==> config.mk <==
export PLATFORM = sky130hd
export DESIGN_NAME = fair_tree_arb
export DESIGN_NICKNAME = d
export VERILOG_FILES = /design/src/rtl/fair_tree_arb_pkg.sv /design/src/rtl/fair_tree_cell.sv /design/src/rtl/fair_tree_arb.sv
export SDC_FILE = /design/constraint.sdc
export NUM_CORES = 1
export LEC_CHECK = 0
export ABC_AREA = 1
export BUFFER_PORTS_ARGS = -buffer_cell sky130_fd_sc_hd__buf_2
export CAP_MARGIN = 0
export CELL_PAD_IN_SITES_DETAIL_PLACEMENT = 1
export CELL_PAD_IN_SITES_GLOBAL_PLACEMENT = 2
export CORE_MARGIN = 5
export CORE_UTILIZATION = 24
export DETAILED_ROUTE_END_ITERATION = 8
export PLACE_DENSITY_LB_ADDON = 0.05
export SLEW_MARGIN = 20
export SYNTH_ARGS = -nofsm -noshare
export SYNTH_HDL_FRONTEND = slang
export SYNTH_SLANG_ARGS = --single-unit
==> constraint.sdc <==
create_clock -name clk -period 1.23 [get_ports clk]
set_input_delay 0.0615 -clock clk [delete_from_list [all_inputs] [get_ports clk]]
set_output_delay 0.0615 -clock clk [all_outputs]
set_load 0.01 [all_outputs]
==> src/rtl/fair_tree_arb_pkg.sv <==
`timescale 1ns/1ps
package fair_tree_arb_pkg;
    // Tie-break preference held by one tree cell.
    typedef enum logic {
        PREFER_LOW  = 1'b0,
        PREFER_HIGH = 1'b1
    } tie_pref_e;
endpackage

==> src/rtl/fair_tree_cell.sv <==
`timescale 1ns/1ps
module fair_tree_cell
    import fair_tree_arb_pkg::*;
(
    input  logic clk,
    input  logic rst,
    input  logic r_lo,
    input  logic r_hi,
    input  logic g_in,
    output logic r_up,
    output logic g_lo,
    output logic g_hi
);
    tie_pref_e state_q, state_d;
    logic      lo_wins;
    logic      hi_wins;

    // State register: committed at the edge that closes the cycle.
    always_ff @(posedge clk) begin
        if (rst) begin
            state_q <= PREFER_LOW;
        end else begin
            state_q <= state_d;
        end
    end

    // Outputs: steer the parent grant to one child.
    always_comb begin
        r_up    = r_lo | r_hi;
        lo_wins = 1'b0;
        hi_wins = 1'b0;
        unique case (state_q)
            PREFER_LOW: begin
                lo_wins = r_lo;
                hi_wins = r_hi & ~r_lo;
            end
            PREFER_HIGH: begin
                hi_wins = r_hi;
                lo_wins = r_lo & ~r_hi;
            end
        endcase
        g_lo = g_in & lo_wins;
        g_hi = g_in & hi_wins;
    end

    // Transitions: HOLD, TO_HIGH, TO_LOW.
    always_comb begin
        state_d = state_q;                      // HOLD
        unique case (state_q)
            PREFER_LOW: begin
                if (g_lo) state_d = PREFER_HIGH;  // TO_HIGH
                else if (g_hi) state_d = PREFER_LOW;
            end
            PREFER_HIGH: begin
                if (g_hi) state_d = PREFER_LOW;   // TO_LOW
                else if (g_lo) state_d = PREFER_HIGH;
            end
        endcase
    end
endmodule

==> src/rtl/fair_tree_arb.sv <==
`timescale 1ns/1ps
module fair_tree_arb #(
    parameter int N = 8
) (
    input  logic         clk,
    input  logic         rst,
    input  logic [N-1:0] req,
    input  logic         mod_avail,
    output logic [N-1:0] grant,
    output logic         req_any
);
    localparam int LEVELS = $clog2(N);
    localparam int NODES  = 2 * N;

    // Heap numbering: node 1 is the root, node i has children 2i and 2i+1,
    // and leaves sit at N..2N-1.
    logic [NODES-1:1] node_req;
    logic [NODES-1:1] node_gnt;

    generate
        if (N < 2 || (1 << LEVELS) != N) begin : g_bad_n
            $error("fair_tree_arb: N must be a power of two of at least 2");
        end
    endgenerate

    assign node_req[NODES-1:N] = req;
    assign node_gnt[1]         = mod_avail;
    assign grant               = node_gnt[NODES-1:N];
    assign req_any             = node_req[1];

    generate
        for (genvar i = 1; i < N; i++) begin : g_cell
            fair_tree_cell u_cell (
                .clk  (clk),
                .rst  (rst),
                .r_lo (node_req[2*i]),
                .r_hi (node_req[2*i+1]),
                .g_in (node_gnt[i]),
                .r_up (node_req[i]),
                .g_lo (node_gnt[2*i]),
                .g_hi (node_gnt[2*i+1])
            );
        end
    endgenerate
endmodule

==> results of run 1 <==
-- power breakdown --
| part | switching [W] | leakage, nW | internal [W] | total [W] |
|---|---|---|---|---|
| Clock | 0.0000947 | 0.0150 | 0.000124 | 0.000219 |
| Combinational | 0.000136 | 0.332 | 0.000107 | 0.000243 |
| Sequential | 0.0000138 | 0.0586 | 0.000242 | 0.000256 |
| Total | 0.000245 | 0.405 | 0.000473 | 0.000718 |
-- logic make-up (layout without fill, tap and decap cells) --
kind of cell    count (synthesis)  after routing  synth area share, %
flops                           7              7                 23.5
buf+inv                        20             47                 17.6
simple gates                   57             57                 49.0
compound gates                 10             10                 9.87
-- Yosys cell counts --
library cell | n | area, sq um
nor2_1 | 22 | 82.6
nand2_1 | 13 | 48.8
buf_4 | 8 | 60.1
dfxtp_1 | 7 | 140
inv_1 | 7 | 26.3
a21oi_1 | 6 | 30.0
nor3_1 | 6 | 30.0
inv_2 | 5 | 18.8
nand4_1 | 5 | 31.3
nand3_2 | 4 | 40.0
nor2_2 | 3 | 18.8
nor2_4 | 3 | 33.8
o21a_1 | 2 | 15.0
a21oi_2 | 1 | 8.76
nand2_2 | 1 | 6.26
o21ai_0 | 1 | 5.00
-- final timing paths --
check | start | to | slack, ns | cells past startpoint
max | g_cell[2].u_cell.state_q$_SDFF_PP0_ | grant[0] | -0.003 | 4
min | mod_avail | g_cell[1].u_cell.state_q$_SDFF_PP0_ | 0.16 | 3
max reg2reg | g_cell[2].u_cell.state_q$_SDFF_PP0_ | g_cell[4].u_cell.state_q$_SDFF_PP0_ | 0.06 | 7
min reg2reg | g_cell[3].u_cell.state_q$_SDFF_PP0_ | g_cell[3].u_cell.state_q$_SDFF_PP0_ | 0.48 | 2
-- worst max-delay path, delay by kind of cell (launching register included) --
family,cells,cell delay [ns]
buffers and inverters,1,0.14
DFF,1,0.36
AOI/OAI and AO/OA,1,0.18
and+or+nand+nor,2,0.23
-- what timing repair did --
action                     in CTS  in global routing
hold endpoints to repair        2                  0
hold buffers                    1                  0
gates resized for setup        13                 10
setup endpoints to repair       8                  9
setup buffers                   9                  2
pin swaps                       6                  4
-- metrics by stage --
step / std cells / power [W]
finish: 151 / 0.000718
global route: 151 / 0.000777
CTS: 149 / 0.000707
detailed placement: 135 / 0.000424
global placement: 135 / 0.000423
floorplan: 94 / 0.000373
-- area by class of cell --
class                   count  share of cell area (%)
flip-flops and latches      7                    16.7
well taps                  30                    4.27
inverters                  12                    5.13
repair buffers             31                    21.8
clock buffers               4                    2.99
multi-input cells          67                    49.1
-- per-layer routing --
layer  vias to the layer above  global-route usage [%]  part of all wire (%)
li1                        349                       -                     -
met2                        16                    20.1                    52
met4                         0                    4.75                  0.88
met5                         -                       0                     0
met1                       303                    13.5                    42
met3                         2                    2.59                   5.8
==> metrics.md, run 1 <==
| Metric | Value |
|---|---|
| Regs by FF count | g_cell.u_cell.state_q: 7 flops |
| 1st-pass router iterations | 2 |
| FF+latch area | 146 sq um |
| Share of layout cells above drive strength 1 | 55.4% |
| Setup TNS | -0.00251 ns |
| Nature of the critical path endpoint | output port |
| Ys Warns | 0 |
| WS Path Type | reg2out |
| Initial DRC Count | 17 |
| Worst vdd ir | 0.506 mV |
| CTS root buffer | clkbuf_4 |
| Final Hold Viols | 0 |
| Skew-Pair Late Insertion Delay | 0.26 ns |
| Routability cong. | 0.800 |
| Row Count | 18 |
| Clock transition at the registers of the reported paths | 0.06 ns |
| Placement Setup Slack | 0.155 ns |
| Part of the cycle the worst path needs | 100% |
| Failing checks | setup timing |
| Chip Width | 59.8 um |
| Startpoint Class | register |
| Max-cap violations | 0 |
| Initial Utilization | 24.5% |
| CP max stage cell | dfxtp_4 |
| Post-DRT Antenna Nets | 0 |
| Final Max Tran Viols | 0 |
| Post-route cell area | 878 sq um |
| Fillers | 326 |
| Commonest non-fill, non-tap cell in the layout | buf_2 |
| Min Clock Period, post-route | 1.23 ns |
| Die area | 3580 sq um |
| Vias post-DR | 670 |
| IO Port Bufs | 19 |
| Most frequent cells in the layout | buf_2, nor2_1, nand2_1 |
| Area grow syn2layout | 47.5% |
| Total CTS buffers | 3 |
| I/O pins | 20 |
| Core area | 2430 sq um |
| Unique masters post-synth | 16 |
| Fmax | 0.811 GHz |
| RSZ-0062 raised after global routing | true |
| All-Layer GR Usage | 11.6% |
| Final WL | 1700 um |
| Pleak | 0.405 nW |
| Nets | 133 |
| CP max stage delay | 0.36 ns |
| CTS tree | yes |
| Post-DP Area | 668 sq um |
| Drt via density | 4.44 |
| Outcome | complete, but fails checks |
| Pin count of the biggest net entering global routing | 6 |
| Critical Path Fanout Max | 4 |
| CTS Sinks | 7 |
| Post-layout util | 36.1% |
| Hold Crit Class | in2reg |
| Worst relative slew slack | 86.6% |
| Syn Inst Count | 94 |
| Minimum hold slack | 0.158 ns |
| Final worst setup slack | -0.00251 ns |
| Worst path cell trace | a21oi_4 > nand3_4 > nor3_2 > buf_2 |
| Arrival @ worst endpoint | 1.17 ns |
| Ant. Diodes | 0 |
| Post-synthesis cell area | 596 sq um |
| Seq/Total Area, Yosys | 23.5% |
| Area of the multi-input gates | 432 sq um |
| Setup violators final | 1 |
| Total grt overflow | 0 |
| # DRC | 0 |
| Worst clock skew | 0.0127 ns |
| Worst slew pin tran | 0.200 ns |
| Most flop-heavy register | g_cell.u_cell.state_q |
| Synthesized net count | 105 |
| WL/cell | 11.2 um |
| Critical path required time | 1.17 ns |
| Die Span Y | 59.8 um |
| HPWL after DPL | 1330 um |
| Clk buf depth | 2 |
| #FFs+latches synth | 7 |
| Initial antenna violation count | 0 |
| Post-Synthesis Mean Instance Area | 6.34 sq um |
| First-pass GRT wire length | 3130 um |
| Via count of the first global-routing pass | 712 |
| Number of flip-flops in the largest register | 7 |
| PD cells | 817 nW/um^2 |
| H-tree depth | 1 |
(Power assumes the default switching activity.)
==> inputs of run 2 (changes only) <==
- ABC_CLOCK_PERIOD_IN_PS: not set -> 1500
- CORE_UTILIZATION: 24 -> 26
- clock period: 1.23 -> 1.5 ns (I/O delays scaled with it)
==> run 2 against run 1 <==
The run now ends clean. Wire length fell by 7.0%. Total power fell by 27%. Clock-buffer cell count did not move. Clock skew fell by 0.0039 ns. Critical path type unchanged. Critical endpoint is now grant[6].
==> metrics.md, run 2 (synthesized netlist as in run 1, its figures left out) <==
| Metric | Value |
|---|---|
| Total CTS buffers | 3 |
| CP max stage cell | dfxtp_1 |
| Final Hold Viols | 0 |
| Clock share of power | 35.1% |
| Sequential power share | 39.2% |
| Critical path required time | 1.42 ns |
| Setup violators final | 0 |
| Initial antenna violation count | 0 |
| Highest routed layer | met4 |
| Fillers | 297 |
| Fmax | 0.754 GHz |
| Worst clock skew | 0.00887 ns |
| Final worst setup slack | 0.173 ns |
| Post-DP Area | 666 sq um |
| H-tree depth | 1 |
| 1st-pass router iterations | 3 |
| Wl on met1 | 674 um |
| Worst slew pin tran | 0.228 ns |
| Arrival @ worst endpoint | 1.25 ns |
| Outcome | complete, no violations |
| Critical Path Fanout Max | 4 |
| Number of flip-flops in the largest register | 7 |
| Die area | 3350 sq um |
| Final WL | 1580 um |
| Nature of the critical path endpoint | output port |
| Initial DRC Count | 9 |
| Die Span Y | 57.9 um |
| Vias post-DR | 610 |
| Initial Utilization | 27.2% |
| Regs by FF count | g_cell.u_cell.state_q: 7 flops |
| Total grt overflow | 0 |
| Via count of the first global-routing pass | 644 |
| Setup repair bufs after CTS | 0 |
| Post-CTS Resized | 0 |
| Hold Crit Class | in2reg |
| I/O pins | 20 |
| Drt via density | 4.45 |
| Clock transition at the registers of the reported paths | 0.06 ns |
| Post-DRT Antenna Nets | 0 |
| Pleak | 0.333 nW |
| All-Layer GR Usage | 10.9% |
| Worst path cell trace | inv_1 > nand2_1 > nand3_2 > nor3_1 > buf_2 |
| Setup TNS | 0 ns |
| Met2 wire len | 772 um |
| Net Switching | 0.000178 W |
| CTS tree | yes |
| Worst relative slew slack | 84.8% |
| Buf+Inv Stages, Crit Path | 2 |
| Area grow syn2layout | 16.2% |
| Most flop-heavy register | g_cell.u_cell.state_q |
| Switching share of power | 33.9% |
| Total placed cells including tap cells | 133 |
| IO Port Bufs | 19 |
| FF+latch area | 140 sq um |
| Final Max Tran Viols | 0 |
| CTS Hold Bufs | 0 |
| CP max stage delay | 0.35 ns |
| Routability cong. | 0.799 |
| Commonest non-fill, non-tap cell in the layout | nor2_1 |
| Met3 wire len | 108 um |
| Pin count of the biggest net entering global routing | 6 |
| Clk buf depth | 2 |
| Most frequent cells in the layout | nor2_1, buf_2, nand2_1 |
| Startpoint Class | register |
| # DRC | 0 |
| Placement Setup Slack | 0.422 ns |
| Part of the cycle the worst path needs | 88.4% |
| CTS Sinks | 7 |
| PD cells | 760 nW/um^2 |
| Skew-Pair Late Insertion Delay | 0.26 ns |
| Chip Width | 57.9 um |
| Max-cap violations | 0 |
| RSZ-0062 raised after global routing | false |
| CP top delay family | simple AND/OR/NAND/NOR gates |
| WL/cell | 11.5 um |
| Ant. Diodes | 0 |
| Internal power | 0.000348 W |
| Combinational share of power | 25.7% |
| Min Clock Period, post-route | 1.33 ns |
| Core area | 2190 sq um |
| Worst vdd ir | 0.319 mV |
| Area of the multi-input gates | 350 sq um |
| Share of layout cells above drive strength 1 | 35.8% |
| CTS root buffer | clkbuf_4 |
| Nets | 121 |
| First-pass GRT wire length | 2760 um |
| Post-route cell area | 692 sq um |
| Non-filler cells, final | 137 |
| Row Count | 17 |
| WS Path Type | reg2out |
| HPWL after DPL | 1320 um |
==> run 2: cell count changes in the layout (fill, tap and decap cells not counted), sizes merged <==
| cell | delta |
|---|---|
| dlygate4sd3 | -1 |
| buf | -11 |
==> run 2: stage by stage <==
step           utilization (%)  hold WS, ns  total power [W]
6_report                  31.6       0.0113         0.000526
5_1_grt                   31.6       0.0134         0.000576
4_1_cts                   31.6     0.000894         0.000541
3_5_place_dp              30.4        0.285         0.000347
3_3_place_gp              30.4        0.281         0.000346
2_1_floorplan                -        0.144         0.000306
==> run 2: final cells by class <==
class | instances | area share, %
Sequential cell | 7 | 20.3
Inverter | 12 | 6.51
Timing Repair Buffer | 19 | 13.7
Multi-Input combinational cell | 67 | 50.6
Tap cell | 28 | 5.06
Clock buffer | 4 | 3.80
==> run 2: worst paths after layout <==
| check | slack, ns | depth (start not counted) | startpoint | end |
|---|---|---|---|---|
| max | 0.17 | 5 | g_cell[1].u_cell.state_q$_SDFF_PP0_ | grant[6] |
| min | 0.01 | 2 | rst | g_cell[2].u_cell.state_q$_SDFF_PP0_ |
| max reg2reg | 0.51 | 6 | g_cell[1].u_cell.state_q$_SDFF_PP0_ | g_cell[4].u_cell.state_q$_SDFF_PP0_ |
| min reg2reg | 0.48 | 2 | g_cell[3].u_cell.state_q$_SDFF_PP0_ | g_cell[3].u_cell.state_q$_SDFF_PP0_ |
==> run 2: layer usage <==
metal / vias up / GRT usage, %
li1: 325 / -
met1: 266 / 12.2
met2: 15 / 18.4
met3: 4 / 3.12
met4: 0 / 5.96
met5: - / 0
==> run 2: power groups by stage <==
stage	registers (W)	logic, W	clock network, W
final	0.000206	0.000135	0.000185
after global routing	0.000208	0.000154	0.000213
after CTS	0.000206	0.000138	0.000197
after detailed placement	0.000210	0.000137	0
after global placement	0.000210	0.000136	0
after floorplan	0.000208	0.0000976	0
==> run 2: worst reg2reg max path, delay by kind of cell, from the launching register on <==
family	cells	cell delay [ns]
AND/OR/NAND/NOR	4	0.40
flip-flops	1	0.32
buffers and inverters	1	0.11
AO/OA/AOI/OAI	1	0.06
